**config.mk**
```make
export PLATFORM = sky130hd
export DESIGN_NAME = cmos_rtc
export DESIGN_NICKNAME = d
export VERILOG_FILES = /design/src/rtl/rtc_pkg.sv /design/src/rtl/rtc_calendar.sv /design/src/rtl/rtc_store.sv /design/src/rtl/rtc_port.sv /design/src/rtl/cmos_rtc.sv
export SDC_FILE = /design/constraint.sdc
export NUM_CORES = 2
export LEC_CHECK = 0
export BUFFER_PORTS_ARGS = -buffer_cell sky130_fd_sc_hd__clkbuf_2
export CORE_MARGIN = 2
export CORE_UTILIZATION = 40
export DETAILED_ROUTE_END_ITERATION = 7
export SYNTH_ARGS = -nofsm -noshare
export SYNTH_HDL_FRONTEND = slang
export SYNTH_SLANG_ARGS = --single-unit
export TNS_END_PERCENT = 5
```
**constraint.sdc**
```tcl
create_clock -name clk -period 3.65 [get_ports clk]
set_input_delay 0.365 -clock clk [delete_from_list [all_inputs] [get_ports clk]]
set_output_delay 0.365 -clock clk [all_outputs]
set_load 0.005 [all_outputs]
```
**src/rtl/rtc_pkg.sv**
```systemverilog
package rtc_pkg;

    localparam int IDX_W  = 7;
    localparam int DATA_W = 8;
    localparam int DEPTH  = 1 << IDX_W;

    localparam logic [IDX_W-1:0] IX_SEC  = 7'h00;
    localparam logic [IDX_W-1:0] IX_MIN  = 7'h02;
    localparam logic [IDX_W-1:0] IX_HOUR = 7'h04;
    localparam logic [IDX_W-1:0] IX_DOW  = 7'h06;
    localparam logic [IDX_W-1:0] IX_DOM  = 7'h07;
    localparam logic [IDX_W-1:0] IX_MON  = 7'h08;
    localparam logic [IDX_W-1:0] IX_YEAR = 7'h09;
    localparam logic [IDX_W-1:0] IX_CENT = 7'h32;
    localparam logic [IDX_W-1:0] IX_STAT = 7'h0C;
    localparam logic [IDX_W-1:0] IX_VALID = 7'h0D;

    localparam logic [DATA_W-1:0] VALID_INIT = 8'h80;
    localparam logic [DATA_W-1:0] IDX_READ_VAL = 8'hFF;

    typedef enum logic [2:0] {
        CK_IDLE,
        CK_SEC,
        CK_MIN,
        CK_HOUR,
        CK_DAY,
        CK_MON,
        CK_YEAR,
        CK_CENT
    } ck_state_e;

    typedef struct packed {
        logic [5:0] sec;
        logic [5:0] min;
        logic [4:0] hour;
        logic [2:0] dow;
        logic [4:0] dom;
        logic [3:0] mon;
        logic [6:0] yr;
        logic [6:0] cent;
    } rtc_time_t;

    function automatic logic [7:0] to_bcd(input logic [6:0] v);
        logic [6:0] tens;
        logic [6:0] units;
        tens  = v / 7'd10;
        units = v % 7'd10;
        return {tens[3:0], units[3:0]};
    endfunction

    function automatic logic is_leap(input logic [6:0] yr, input logic [6:0] cent);
        return (yr[1:0] == 2'b00) && ((yr != 7'd0) || (cent[1:0] == 2'b00));
    endfunction

    function automatic logic [4:0] month_len(input logic [3:0] mon, input logic leap);
        logic [4:0] n;
        case (mon)
            4'd2:                       n = leap ? 5'd29 : 5'd28;
            4'd4, 4'd6, 4'd9, 4'd11:    n = 5'd30;
            default:                    n = 5'd31;
        endcase
        return n;
    endfunction

endpackage

```
**src/rtl/rtc_calendar.sv**
```systemverilog
module rtc_calendar
    import rtc_pkg::*;
#(
    parameter int unsigned START_SEC  = 0,
    parameter int unsigned START_MIN  = 0,
    parameter int unsigned START_HOUR = 0,
    parameter int unsigned START_DOW  = 7,
    parameter int unsigned START_DOM  = 1,
    parameter int unsigned START_MON  = 1,
    parameter int unsigned START_YEAR = 0,
    parameter int unsigned START_CENT = 20
) (
    input  logic      clk,
    input  logic      rst_n,
    input  logic      tick_i,
    output rtc_time_t now_o,
    output ck_state_e state_o
);

    localparam logic [5:0] SEC_LAST  = 6'd59;
    localparam logic [5:0] MIN_LAST  = 6'd59;
    localparam logic [4:0] HOUR_LAST = 5'd23;
    localparam logic [2:0] DOW_LAST  = 3'd7;
    localparam logic [3:0] MON_LAST  = 4'd12;
    localparam logic [6:0] YR_LAST   = 7'd99;
    localparam logic [6:0] CENT_LAST = 7'd99;

    ck_state_e state_q, state_d;
    logic      pend_q, pend_d;
    rtc_time_t t_q;
    logic [4:0] mlen;

    assign mlen = month_len(t_q.mon, is_leap(t_q.yr, t_q.cent));

    // next-state logic of the carry ripple
    always_comb begin
        state_d = CK_IDLE;
        unique case (state_q)
            CK_IDLE: state_d = (tick_i || pend_q) ? CK_SEC : CK_IDLE;
            CK_SEC:  state_d = (t_q.sec  == SEC_LAST)  ? CK_MIN  : CK_IDLE;
            CK_MIN:  state_d = (t_q.min  == MIN_LAST)  ? CK_HOUR : CK_IDLE;
            CK_HOUR: state_d = (t_q.hour == HOUR_LAST) ? CK_DAY  : CK_IDLE;
            CK_DAY:  state_d = (t_q.dom  == mlen)      ? CK_MON  : CK_IDLE;
            CK_MON:  state_d = (t_q.mon  == MON_LAST)  ? CK_YEAR : CK_IDLE;
            CK_YEAR: state_d = (t_q.yr   == YR_LAST)   ? CK_CENT : CK_IDLE;
            CK_CENT: state_d = CK_IDLE;
            default: state_d = CK_IDLE;
        endcase
        if (state_q == CK_IDLE) begin
            pend_d = pend_q && tick_i;
        end else begin
            pend_d = pend_q || tick_i;
        end
    end

    // state register
    always_ff @(posedge clk) begin
        if (!rst_n) begin
            state_q <= CK_IDLE;
            pend_q  <= 1'b0;
        end else begin
            state_q <= state_d;
            pend_q  <= pend_d;
        end
    end

    // field updates, one field per state
    always_ff @(posedge clk) begin
        if (!rst_n) begin
            t_q.sec  <= 6'(START_SEC);
            t_q.min  <= 6'(START_MIN);
            t_q.hour <= 5'(START_HOUR);
            t_q.dow  <= 3'(START_DOW);
            t_q.dom  <= 5'(START_DOM);
            t_q.mon  <= 4'(START_MON);
            t_q.yr   <= 7'(START_YEAR);
            t_q.cent <= 7'(START_CENT);
        end else begin
            unique case (state_q)
                CK_IDLE: ;
                CK_SEC:  t_q.sec  <= (t_q.sec  == SEC_LAST)  ? 6'd0 : t_q.sec + 6'd1;
                CK_MIN:  t_q.min  <= (t_q.min  == MIN_LAST)  ? 6'd0 : t_q.min + 6'd1;
                CK_HOUR: t_q.hour <= (t_q.hour == HOUR_LAST) ? 5'd0 : t_q.hour + 5'd1;
                CK_DAY: begin
                    t_q.dow <= (t_q.dow == DOW_LAST) ? 3'd1 : t_q.dow + 3'd1;
                    t_q.dom <= (t_q.dom == mlen)     ? 5'd1 : t_q.dom + 5'd1;
                end
                CK_MON:  t_q.mon  <= (t_q.mon  == MON_LAST)  ? 4'd1 : t_q.mon + 4'd1;
                CK_YEAR: t_q.yr   <= (t_q.yr   == YR_LAST)   ? 7'd0 : t_q.yr + 7'd1;
                CK_CENT: t_q.cent <= (t_q.cent == CENT_LAST) ? 7'd0 : t_q.cent + 7'd1;
                default: ;
            endcase
        end
    end

    assign now_o   = t_q;
    assign state_o = state_q;

endmodule

```
**src/rtl/rtc_store.sv**
```systemverilog
module rtc_store
    import rtc_pkg::*;
#(
    parameter int DEPTH_P = DEPTH,
    parameter int AW      = $clog2(DEPTH_P)
) (
    input  logic              clk,
    input  logic              rst_n,
    input  logic              we,
    input  logic [AW-1:0]     idx,
    input  logic [DATA_W-1:0] wdata,
    output logic [DATA_W-1:0] rdata
);

    logic [DATA_W-1:0] mem [DEPTH_P];

    always_ff @(posedge clk) begin
        if (!rst_n) begin
            for (int i = 0; i < DEPTH_P; i++) begin
                mem[i] <= (i == int'(IX_VALID)) ? VALID_INIT : '0;
            end
        end else if (we) begin
            mem[idx] <= wdata;
        end
    end

    assign rdata = mem[idx];

endmodule

```
**src/rtl/rtc_port.sv**
```systemverilog
module rtc_port
    import rtc_pkg::*;
(
    input  logic              clk,
    input  logic              rst_n,
    input  logic              rd_en,
    input  logic              wr_en,
    input  logic              addr,
    input  logic [DATA_W-1:0] wdata,
    input  rtc_time_t         now,
    input  logic [DATA_W-1:0] ram_rdata,
    output logic              ram_we,
    output logic [IDX_W-1:0]  cur_idx,
    output logic [DATA_W-1:0] rdata,
    output logic              nmi_mask
);

    localparam logic PORT_INDEX = 1'b0;
    localparam logic PORT_DATA  = 1'b1;

    logic [IDX_W-1:0]  idx_q;
    logic              nmi_q;
    logic [DATA_W-1:0] rdata_q;
    logic [DATA_W-1:0] rd_mux;
    logic              protected_idx;

    // index port
    always_ff @(posedge clk) begin
        if (!rst_n) begin
            idx_q <= '0;
            nmi_q <= 1'b0;
        end else if (wr_en && addr == PORT_INDEX) begin
            idx_q <= wdata[IDX_W-1:0];
            nmi_q <= wdata[DATA_W-1];
        end
    end

    assign protected_idx = (idx_q == IX_STAT) || (idx_q == IX_VALID);
    assign ram_we = wr_en && (addr == PORT_DATA) && !protected_idx;

    // data read selection: clock fields override storage
    always_comb begin
        case (idx_q)
            IX_SEC:  rd_mux = to_bcd(7'(now.sec));
            IX_MIN:  rd_mux = to_bcd(7'(now.min));
            IX_HOUR: rd_mux = to_bcd(7'(now.hour));
            IX_DOW:  rd_mux = to_bcd(7'(now.dow));
            IX_DOM:  rd_mux = to_bcd(7'(now.dom));
            IX_MON:  rd_mux = to_bcd(7'(now.mon));
            IX_YEAR: rd_mux = to_bcd(now.yr);
            IX_CENT: rd_mux = to_bcd(now.cent);
            default: rd_mux = ram_rdata;
        endcase
    end

    always_ff @(posedge clk) begin
        if (!rst_n) begin
            rdata_q <= '0;
        end else if (rd_en) begin
            rdata_q <= (addr == PORT_INDEX) ? IDX_READ_VAL : rd_mux;
        end
    end

    assign cur_idx  = idx_q;
    assign rdata    = rdata_q;
    assign nmi_mask = nmi_q;

endmodule

```
**src/rtl/cmos_rtc.sv**
```systemverilog
module cmos_rtc
    import rtc_pkg::*;
#(
    parameter int unsigned START_SEC  = 0,
    parameter int unsigned START_MIN  = 0,
    parameter int unsigned START_HOUR = 0,
    parameter int unsigned START_DOW  = 7,
    parameter int unsigned START_DOM  = 1,
    parameter int unsigned START_MON  = 1,
    parameter int unsigned START_YEAR = 0,
    parameter int unsigned START_CENT = 20
) (
    input  logic       clk,
    input  logic       rst_n,
    input  logic       tick,
    input  logic       rd_en,
    input  logic       wr_en,
    input  logic       addr,
    input  logic [7:0] wdata,
    output logic [7:0] rdata,
    output logic       nmi_mask
);

    rtc_time_t         now;
    ck_state_e         ck_state;
    logic              ram_we;
    logic [IDX_W-1:0]  cur_idx;
    logic [DATA_W-1:0] ram_rdata;

    rtc_calendar #(
        .START_SEC (START_SEC),
        .START_MIN (START_MIN),
        .START_HOUR(START_HOUR),
        .START_DOW (START_DOW),
        .START_DOM (START_DOM),
        .START_MON (START_MON),
        .START_YEAR(START_YEAR),
        .START_CENT(START_CENT)
    ) u_cal (
        .clk    (clk),
        .rst_n  (rst_n),
        .tick_i (tick),
        .now_o  (now),
        .state_o(ck_state)
    );

    rtc_store #(
        .DEPTH_P(DEPTH)
    ) u_store (
        .clk  (clk),
        .rst_n(rst_n),
        .we   (ram_we),
        .idx  (cur_idx),
        .wdata(wdata),
        .rdata(ram_rdata)
    );

    rtc_port u_port (
        .clk      (clk),
        .rst_n    (rst_n),
        .rd_en    (rd_en),
        .wr_en    (wr_en),
        .addr     (addr),
        .wdata    (wdata),
        .now      (now),
        .ram_rdata(ram_rdata),
        .ram_we   (ram_we),
        .cur_idx  (cur_idx),
        .rdata    (rdata),
        .nmi_mask (nmi_mask)
    );

endmodule

```
==> reports/summary.txt <==
Worst EP required: 4230 ps
Clock buffer depth: 3
Largest net degree at the start of global routing: 151
DR iter-0 viols: 3329
CTS Buf Count: 112
Die width: 361.6 um
Dominant synthesized flop cell: edfxtp_1
Post-layout util: 0.4580
Final wirelength: 135.5 mm
Slew Limit Fails: 0
Fin crit period: 3464 ps
Synth cell types: 71
CTS root buf: clkbuf_16
First-pass GRT wire length: 202.6 mm
Final Skew: 27.69 ps
Post-place setup slack: 108.8 ps
# Max-Cap Violations: 0
Crit-path max FO: 18
Die Ht: 361.6 um
Clock Power Share: 0.422
I/O pin total: 23
Placer Congestion: 0.8551
TritonRoute pass-1 iters: 5
Most frequent cells in the layout: edfxtp_1, and2_1, and3_1
Setup crit start kind: flip-flop
Max frequency: 0.2887 GHz
Most common cell after layout, fill and taps aside: edfxtp_1
Clk slew on worst S/H paths: 60 ps
Status: completed
Share of layout cells above drive strength 1: 0.2246
Peak supply drop: 0.3483 mV
Worst-margin pin slew: 1281 ps
Drt wl/cell: 25.73 um
Number of synthesized flops with an enable pin: 1024
Endpoint class of the critical path: flip-flop
Final Cycle Share: 0.9491
Psw: 6.416 mW
Setup CP Type: flip-flop to flip-flop
Endpoints failing setup: 0
Tightest Hold Check Type: input pin to flip-flop
Gate Count Post-Synth: 3451
DIE AREA: 130800 um2
Grt ovf: 0
Mapped cell area: 51160 um2
DP HPWL: 85.62 mm
Avg Inst Size Synth: 14.82 um2
Vias in the first global route: 29970
Clock latency on the worst-skew pair: 740 ps
Flop pwr share: 0.507
Pwr/cell area: 482.5 nW/um2
CTS sink count: 1094
Leak: 21.59 nW
H-tree level count: 3
Post-synthesis register bit count: 1094
Antenna Nets Post-Route: 0
Initial antenna violation count: 8
Final Hold Vio Count: 0
Post-layout total power: 28.11 mW
Global Route Usage Sum: 0.2081
Post-synthesis sequential area ratio: 0.6285
# rows: 131
Diode count: 0
Area of the core: 127200 um2
Vias per cell: 5.650
Switch share: 0.2283
Asr flop ratio synth: 0
Remaining DRCs: 0
DR vias: 29762
Critical path arrival: 4050 ps
Count of buffers from port buffering: 22
Pint: 21.69 mW
Comb power frac: 0.071
Yosys warnings: 0
Initial Util: 0.4022
# nets final: 3541
Slew Limit Headroom: 0.1372
TritonCTS clock tree: done
Hold Path Origin: rst_n
Area grow syn2layout: 13.87%
Setup slack after layout: 185.6 ps
## layer usage
layer / wire length [um] / up-vias / share of wire / global-route usage
met4: 3188 / 0 / 0.024 / 0.05817
met5: 0 / - / 0 / 0
met3: 8483 / 182 / 0.063 / 0.02518
li1: - / 13181 / - / -
met2: 66010 / 1004 / 0.49 / 0.3404
met1: 57870 / 15395 / 0.43 / 0.2942
## synthesized netlist by cell type, types with 3 or more instances
master / instances / share of area
edfxtp_1: 1024 / 0.60
and2_1: 655 / 0.080
and3_1: 365 / 0.045
mux4_2: 336 / 0.15
clkbuf_1: 293 / 0.021
nor2_1: 151 / 0.011
o21ai_0: 134 / 0.013
nand2_1: 89 / 0.0065
dfxtp_1: 70 / 0.027
buf_2: 32 / 0.0031
nand3_1: 31 / 0.0030
a21oi_1: 28 / 0.0027
mux2i_1: 18 / 0.0035
ha_1: 15 / 0.0037
nand4_1: 15 / 0.0018
nor3_1: 15 / 0.0015
xnor2_1: 14 / 0.0024
inv_1: 13 / 0.00095
xor2_1: 13 / 0.0022
buf_1: 11 / 0.00081
mux2_2: 8 / 0.0018
nor2b_1: 8 / 0.00098
nor3b_1: 8 / 0.0012
o211ai_1: 8 / 0.0012
and3b_1: 6 / 0.0010
a211oi_1: 5 / 0.00073
a22oi_1: 5 / 0.00073
a311oi_1: 5 / 0.00086
a31oi_1: 5 / 0.00061
or3_1: 5 / 0.00061
nand3b_1: 4 / 0.00059
o2111ai_1: 4 / 0.00068
o31ai_1: 4 / 0.00059
a41oi_1: 3 / 0.00051
nand2b_1: 3 / 0.00037
nand4b_1: 3 / 0.00051
o221ai_1: 3 / 0.00051
## power groups by stage
| stage | Sequential, mW | Clock, mW | Combinational [mW] |
|---|---|---|---|
| 2_1_floorplan | 14.4 | 0 | 1.18 |
| 3_3_place_gp | 14.5 | 0 | 1.98 |
| 3_5_place_dp | 14.5 | 0 | 1.99 |
| 4_1_cts | 14.3 | 12.0 | 2.00 |
| 5_1_grt | 14.3 | 12.5 | 2.10 |
| 6_report | 14.3 | 11.9 | 1.99 |
## state kept, by name (all words and copies together) (netlist names), named ones only
register	cells
u_port.nmi_mask	1
u_port.cur_idx	7
u_cal.state_o	3
u_cal.pend_q	1
u_port.rdata	8
u_store.mem	1024
u_cal.now_o	43
## cell type report
| type | count | area [um2] |
|---|---|---|
| Clock buffer | 138 | 2910 |
| Clock inverter | 70 | 835.8 |
| Fill cell | 10983 | 68940 |
| Inverter | 14 | 52.55 |
| Multi-Input combinational cell | 2019 | 17790 |
| Sequential cell | 1094 | 32170 |
| Tap cell | 1662 | 2079 |
| Timing Repair Buffer | 271 | 2414 |
## path summary, 6_finish.rpt
path	end	slack, ps	cells past startpoint
setup / recovery	u_port.rdata[0]	190	8
hold / removal	u_cal.now_o[14]	150	3
hold reg to reg	u_cal.pend_q	460	2
setup reg to reg	u_port.rdata[0]	190	8
## critical path, cell delays in order (launching register included)
cell,delay [ps]
dfxtp_4,450
buf_12,220
buf_12,220
mux4_2,550
mux4_2,560
mux4_2,560
mux2i_1,390
mux2_2,240
a311oi_1,80
## through the flow
step | area (um2) | instances | hold slack (ps) | setup TNS (ps)
4_1_cts | 58170 | 5264 | 174.2 | 0
5_1_grt | 58250 | 5268 | 207.6 | -10.21
6_report | 58250 | 5268 | 154.2 | 0
3_5_place_dp | 54390 | 5053 | 461.3 | 0
2_1_floorplan | 51210 | 3465 | 442.8 | 0
3_3_place_gp | 54390 | 5053 | 451.5 | 0
## kinds of logic (layout without fill, tap and decap cells)
logic type / count (synthesis) / count (layout) / synth area share
AOI/OAI and AO/OA: 226 / 226 / 0.02637
xor gates and xnor gates: 27 / 27 / 0.004623
and+or+nand+nor: 1373 / 1373 / 0.1566
muxes: 362 / 362 / 0.1532
buffers and inverters: 352 / 493 / 0.02690
other: 2 / 16 / 0.0001468
adders and majority gates: 15 / 15 / 0.003669
DFF: 1094 / 1094 / 0.6285
## timing repair
action	4_1_cts	5_1_grt
hold buffers	3	0
setup buffers	0	4
resized for setup	0	11
endpoints found under the hold margin	2	0
endpoints found under the setup margin	0	3
Note: power is estimated with default switching activity, not from simulation.
